===== src/rtl/vmx_pkg.sv =====
package vmx_pkg;

    typedef enum logic [1:0] {
        ST_IDLE = 2'd0,
        ST_RUN  = 2'd1,
        ST_FIN  = 2'd2
    } vmx_state_e;

    typedef enum logic {
        OP_PACK   = 1'b0,
        OP_UNPACK = 1'b1
    } vmx_op_e;

    typedef struct packed {
        vmx_op_e op;
        logic    load;
        logic    step;
        logic    fin;
    } vmx_ctl_t;

    function automatic logic [7:0] ones64(input logic [63:0] v);
        logic [7:0] n;
        n = '0;
        for (int i = 0; i < 64; i++) begin
            n = n + {7'd0, v[i]};
        end
        return n;
    endfunction

endpackage


===== src/rtl/vmx_trim.sv =====
module vmx_trim #(
    parameter int ELEMS = 8,
    localparam int LW = $clog2(ELEMS + 1)
) (
    input  logic [LW-1:0]    vlen_i,
    input  logic [ELEMS-1:0] mask_i,
    output logic [LW-1:0]    eff_len_o,
    output logic [ELEMS-1:0] mask_o
);

    assign eff_len_o = (vlen_i > LW'(ELEMS)) ? LW'(ELEMS) : vlen_i;

    for (genvar g = 0; g < ELEMS; g++) begin : g_bit
        assign mask_o[g] = mask_i[g] & (LW'(g) < eff_len_o);
    end

    always_comb begin
        assert (eff_len_o <= LW'(ELEMS))
            else $error("AST_LEN_CLAMPED");
    end

endmodule


===== src/rtl/vmx_ctrl.sv =====
module vmx_ctrl
    import vmx_pkg::*;
#(
    parameter int ELEMS = 8,
    localparam int LW = $clog2(ELEMS + 1)
) (
    input  logic          clk,
    input  logic          rst,
    input  logic          start_i,
    input  logic          op_i,
    input  logic [LW-1:0] eff_len_i,
    output vmx_ctl_t      ctl_o,
    output logic [LW-1:0] idx_o,
    output logic          busy_o,
    output logic          done_o
);

    vmx_state_e    state_q;
    logic [LW-1:0] idx_q;
    logic [LW-1:0] len_q;
    vmx_op_e       op_q;
    logic          accept;
    logic          last;

    assign accept = start_i && (state_q != ST_RUN);
    assign last   = (idx_q == len_q - LW'(1));

    always_ff @(posedge clk) begin
        if (rst) begin
            state_q <= ST_IDLE;
            idx_q   <= '0;
            len_q   <= '0;
            op_q    <= OP_PACK;
        end else if (accept) begin
            state_q <= (eff_len_i == '0) ? ST_FIN : ST_RUN;
            idx_q   <= '0;
            len_q   <= eff_len_i;
            op_q    <= vmx_op_e'(op_i);
        end else begin
            case (state_q)
                ST_RUN: begin
                    idx_q <= idx_q + LW'(1);
                    if (last) state_q <= ST_FIN;
                end
                ST_FIN:  state_q <= ST_IDLE;
                default: state_q <= ST_IDLE;
            endcase
        end
    end

    always_comb begin
        ctl_o.op   = accept ? vmx_op_e'(op_i) : op_q;
        ctl_o.load = accept;
        ctl_o.step = (state_q == ST_RUN);
        ctl_o.fin  = (state_q == ST_FIN);
    end

    assign idx_o  = idx_q;
    assign busy_o = (state_q == ST_RUN);
    assign done_o = (state_q == ST_FIN);

    AST_IDX_IN_RANGE: assert property (@(posedge clk) disable iff (rst)
        busy_o |-> (idx_q < len_q));
    AST_DONE_PULSE: assert property (@(posedge clk) disable iff (rst)
        (done_o && !start_i) |=> !done_o);
    AST_BUSY_KEEPS_LEN: assert property (@(posedge clk) disable iff (rst)
        (busy_o && !last) |=> (busy_o && $stable(len_q)));

endmodule


===== src/rtl/vmx_dp.sv =====
module vmx_dp
    import vmx_pkg::*;
#(
    parameter int ELEMS = 8,
    parameter int EW    = 16,
    localparam int LW = $clog2(ELEMS + 1),
    localparam int IW = (ELEMS > 1) ? $clog2(ELEMS) : 1
) (
    input  logic                clk,
    input  logic                rst,
    input  vmx_ctl_t            ctl_i,
    input  logic [LW-1:0]       idx_i,
    input  logic [ELEMS-1:0]    mask_i,
    input  logic [ELEMS*EW-1:0] src_i,
    input  logic [ELEMS*EW-1:0] dst_i,
    output logic [ELEMS*EW-1:0] res_o,
    output logic [LW-1:0]       count_o
);

    logic [EW-1:0]    src_q [ELEMS];
    logic [EW-1:0]    dst_q [ELEMS];
    logic [ELEMS-1:0] mask_q;
    logic [LW-1:0]    k_q;
    logic [IW-1:0]    i_sel;
    logic [IW-1:0]    k_sel;
    logic             hit;

    assign i_sel = idx_i[IW-1:0];
    assign k_sel = k_q[IW-1:0];
    assign hit   = ctl_i.step && mask_q[i_sel];

    for (genvar g = 0; g < ELEMS; g++) begin : g_slot
        always_ff @(posedge clk) begin
            if (rst) begin
                src_q[g] <= '0;
                dst_q[g] <= '0;
            end else if (ctl_i.load) begin
                src_q[g] <= src_i[g*EW +: EW];
                dst_q[g] <= dst_i[g*EW +: EW];
            end else if (hit) begin
                if (ctl_i.op == OP_PACK && k_sel == IW'(g)) begin
                    dst_q[g] <= src_q[i_sel];
                end else if (ctl_i.op == OP_UNPACK && i_sel == IW'(g)) begin
                    dst_q[g] <= src_q[k_sel];
                end
            end
        end
        assign res_o[g*EW +: EW] = dst_q[g];
    end

    always_ff @(posedge clk) begin
        if (rst) begin
            mask_q <= '0;
            k_q    <= '0;
        end else if (ctl_i.load) begin
            mask_q <= mask_i;
            k_q    <= '0;
        end else if (hit) begin
            k_q <= k_q + LW'(1);
        end
    end

    assign count_o = k_q;

    AST_COUNT_BOUND: assert property (@(posedge clk) disable iff (rst)
        k_q <= LW'(ELEMS));
    AST_COUNT_POPCOUNT: assert property (@(posedge clk) disable iff (rst)
        ctl_i.fin |-> (64'(count_o) == 64'(ones64(64'(mask_q)))));
    AST_SKIP_NO_WRITE: assert property (@(posedge clk) disable iff (rst)
        (ctl_i.step && !mask_q[i_sel]) |=> $stable(res_o));
    AST_PACK_NO_OVERTAKE: assert property (@(posedge clk) disable iff (rst)
        ctl_i.step |-> (k_q <= idx_i));

endmodule


===== src/rtl/vmx_engine.sv =====
module vmx_engine
    import vmx_pkg::*;
#(
    parameter int ELEMS = 8,
    parameter int EW    = 16,
    localparam int LW = $clog2(ELEMS + 1)
) (
    input  logic                clk,
    input  logic                rst,
    input  logic                start_i,
    input  logic                op_i,
    input  logic [LW-1:0]       vlen_i,
    input  logic [ELEMS-1:0]    mask_i,
    input  logic [ELEMS*EW-1:0] src_i,
    input  logic [ELEMS*EW-1:0] dst_i,
    output logic                busy_o,
    output logic                done_o,
    output logic [ELEMS*EW-1:0] res_o,
    output logic [LW-1:0]       count_o
);

    logic [LW-1:0]    eff_len;
    logic [ELEMS-1:0] mask_trim;
    logic [LW-1:0]    idx;
    vmx_ctl_t         ctl;

    vmx_trim #(.ELEMS(ELEMS)) i_trim (
        .vlen_i    (vlen_i),
        .mask_i    (mask_i),
        .eff_len_o (eff_len),
        .mask_o    (mask_trim)
    );

    vmx_ctrl #(.ELEMS(ELEMS)) i_ctrl (
        .clk       (clk),
        .rst       (rst),
        .start_i   (start_i),
        .op_i      (op_i),
        .eff_len_i (eff_len),
        .ctl_o     (ctl),
        .idx_o     (idx),
        .busy_o    (busy_o),
        .done_o    (done_o)
    );

    vmx_dp #(.ELEMS(ELEMS), .EW(EW)) i_dp (
        .clk     (clk),
        .rst     (rst),
        .ctl_i   (ctl),
        .idx_i   (idx),
        .mask_i  (mask_trim),
        .src_i   (src_i),
        .dst_i   (dst_i),
        .res_o   (res_o),
        .count_o (count_o)
    );

    AST_DONE_NOT_BUSY: assert property (@(posedge clk) disable iff (rst)
        !(done_o && busy_o));

endmodule


===== config.mk =====
export PLATFORM = sky130hd
export DESIGN_NAME = vmx_engine
export DESIGN_NICKNAME = d
export VERILOG_FILES = /design/src/rtl/vmx_pkg.sv /design/src/rtl/vmx_trim.sv /design/src/rtl/vmx_ctrl.sv /design/src/rtl/vmx_dp.sv /design/src/rtl/vmx_engine.sv
export SDC_FILE = /design/constraint.sdc
export NUM_CORES = 1
export LEC_CHECK = 0
export ABC_CLOCK_PERIOD_IN_PS = 14350
export BUFFER_PORTS_ARGS = -buffer_cell sky130_fd_sc_hd__clkbuf_2
export CAP_MARGIN = 10
export CORE_MARGIN = 5
export CORE_UTILIZATION = 46
export DETAILED_ROUTE_END_ITERATION = 16
export PLACE_DENSITY = 0.72
export SLEW_MARGIN = 40
export SYNTH_ARGS = -nofsm -noshare
export SYNTH_HDL_FRONTEND = slang
export SYNTH_SLANG_ARGS = --single-unit
export TNS_END_PERCENT = 1

===== constraint.sdc =====
create_clock -name clk -period 14.35 [get_ports clk]
set_input_delay 0.7175 -clock clk [delete_from_list [all_inputs] [get_ports clk]]
set_output_delay 0.7175 -clock clk [all_outputs]
set_load 0.05 [all_outputs]

==> impl_metrics.env <==
export IMPL_outcome="finished, final reports clean"
export IMPL_grt_max_degree=110
export IMPL_yosysTopAreaCell="edfxtp_1"
export IMPL_async_flop_share=0
export IMPL_avgSynthCellArea_um2=13.4
export IMPL_period_minus_slack_ns=3.47
export IMPL_layout_nets=1719
export IMPL_grt_pass1_wl_um=67000
export IMPL_hold_path_class="in2reg"
export IMPL_slew_headroom=0.426
export IMPL_fillers=2535
export IMPL_io_pins=406
export IMPL_initial_core_util=0.465
export IMPL_num_antenna_cells=0
export IMPL_whs_ns=0.386
export IMPL_report_final_slew_viol_count=0
export IMPL_synth_top_area_share=0.540
export IMPL_end_kind="flop"
export IMPL_ys_types=49
export IMPL_avgViaCountPerCell=6.01
export IMPL_vdd_drop_max_v=0.0000774
export IMPL_post_cts_buffers=0
export IMPL_fin_worst_skew_ns=0.0221
export IMPL_die_x_um=186
export IMPL_grt_pass1_vias=11100
export IMPL_numCtsBuffers=30
export IMPL_gr_total_overflow=0
export IMPL_postCtsHoldBufs=0
export IMPL_ant_nets=0
export IMPL_cts_root_buf="clkbuf_16"
export IMPL_vias=11100
export IMPL_regArea_mm2=0.00827
export IMPL_antenna_found_initial=5
export IMPL_clkTransAtPathRegs_ns=0.06
export IMPL_synthFlopType="edfxtp_1"
export IMPL_critPathMaxFanout=49
export IMPL_hp_start="op_i"
export IMPL_grtUsageTotal=0.257
export IMPL_rsz0062_at_grt="false"
export IMPL_floorplan_rows=64
export IMPL_cts_sink_count=285
export IMPL_critPathLaunchType="flop"
export IMPL_drv_cap=0
export IMPL_syn_num_nets=1347
export IMPL_die_y_um=186
export IMPL_fmax_mhz=288
export IMPL_gp_congestion=0.877
export IMPL_ys_seq_area_frac=0.581
export IMPL_cts_tree="done"
export IMPL_hold_viol=0
export IMPL_power_density_mw_per_mm2=123
export IMPL_worstReg2RegStart="i_ctrl.idx_o[0]$_SDFFE_PP0P_"
export IMPL_netlist_top_cells_count="edfxtp_1 (256), nand2_1 (154), and2_1 (130)"
export IMPL_clk_insertion_delay_late_ns=0.56
export IMPL_synth_edf_count=256
export IMPL_synth_most_common_cell="edfxtp_1"
export IMPL_cp_startpoint="i_ctrl.idx_o[0]$_SDFFE_PP0P_"
export IMPL_coreArea_mm2=0.0306
export IMPL_fin_crit_sh=0.242
export IMPL_cp_required_ns=14.53
export IMPL_drt_pass1_iterations=5
export IMPL_path_class="reg2reg"
export IMPL_areaGrowthSynthToFinish_pct=24.3
export IMPL_routed_wl_um=46500
export IMPL_htree_levels=1
export IMPL_ys_warn_count=0
export IMPL_drc_errors=0
export IMPL_clockBufferDepth=3
export IMPL_synth_area_mm2=0.0142
export IMPL_multiInputGateArea_mm2=0.00568
export IMPL_ys_ff_latch=285
export IMPL_hpwl_um=34500
export IMPL_wire_per_inst_um=25.1
export IMPL_drive_gt1_frac=0.411
export IMPL_p_leak_nw=6.99
export IMPL_setup_violations=0
export IMPL_tightest_slew_ns=0.859
export IMPL_first_iter_violations=1148
export IMPL_fin_setup_tns_ns=0
export IMPL_cts_resized=0
export IMPL_synthTopCellsByArea="edfxtp_1 (54%), mux4_2 (10%), o221ai_1 (5.9%)"
export IMPL_io_buffers=405
export IMPL_synthCells=1062
export IMPL_die_area_mm2=0.0345
export IMPL_cp_data_arrival_time_ns=3.66
## final timing paths
check	slack, ns	depth (start not counted)	to
setup / recovery	10.88	5	i_dp.dst_q[3][11]$_DFFE_PP_
hold / removal	0.39	3	i_ctrl.op_q$_SDFF_PP0_
setup reg to reg	10.88	5	i_dp.dst_q[3][11]$_DFFE_PP_
hold reg to reg	0.45	2	i_dp.mask_q[1]$_SDFFE_PP0N_
## flip-flops by register name, summed over array words and instances (netlist names), named ones only
name,cells
i_ctrl.op_q,1
i_ctrl.state_q,2
i_dp.src_q,128
i_ctrl.len_q,4
i_dp.dst_q,128
i_dp.count_o,4
i_ctrl.idx_o,4
i_dp.mask_q,8
## worst max-delay path, cell delays in order, from the launching register on
cell and delay, ns:
dfxtp_1 0.60, mux2i_1 0.23, a22oi_2 0.38, buf_4 0.49
nand3_1 0.73, nand3_2 0.65
## power by group
part | switching [mW] | leakage, nW | internal (mW) | total (mW)
logic | 0.278 | 3.50 | 0.121 | 0.399
registers | 0.0361 | 3.02 | 0.984 | 1.02
clock network | 0.317 | 0.475 | 0.445 | 0.762
## routing by layer
layer / vias up / track usage / share of wire
met5: - / 0 / 0.0013
met4: 8 / 0.0886 / 0.039
met3: 123 / 0.0520 / 0.10
met2: 713 / 0.409 / 0.47
met1: 5345 / 0.356 / 0.39
li1: 4929 / - / -
## per-stage QoR
step	worst slack, ns	util	cell area (um^2)	cells	total power, mW
detailed placement	10.43	0.544	16600	1793	1.43
floorplan	9.50	-	14200	1062	1.28
CTS	10.57	0.575	17600	1845	2.19
global placement	10.54	0.541	16500	1793	1.42
finish	10.88	0.578	17700	1850	2.18
global route	10.60	0.578	17700	1850	2.25
## final cells by class
type                       instances  area share
timing repair buffer             431       0.126
clock buffer                      42      0.0500
sequential                       285       0.468
tap                              396      0.0280
multi-input combinational        675       0.321
inverter                          11     0.00248
clock inverter                    10     0.00439
## logic make-up after synthesis
logic type,count (synthesis),synth area share
AND/OR/NAND/NOR,374,0.142
multiplexers,101,0.127
AO/OA/AOI/OAI,180,0.104
XOR/XNOR,7,0.00431
adder cells (fa/ha/maj),13,0.0114
flip-flops,285,0.581
buffers and inverters,102,0.0301
## cell usage in the layout, fill, tap and decap left out, types with 4 or more instances in the layout
master	count
clkbuf_2	407
edfxtp_1	256
nand2_1	154
and2_1	130
o221ai_1	96
mux4_2	64
clkbuf_16	34
nand4b_1	32
o211ai_1	27
mux2i_2	27
dfxtp_1	27
buf_4	23
a21oi_1	19
nand3_1	15
ha_1	13
a31o_2	12
inv_1	10
mux2i_1	10
nand4_1	7
nand3_2	7
o211ai_2	6
xnor2_1	6
clkbuf_1	6
nor2_1	5
or4_1	4
nor2b_1	4
clkinv_1	4
Power figures use the tool's default switching activity.
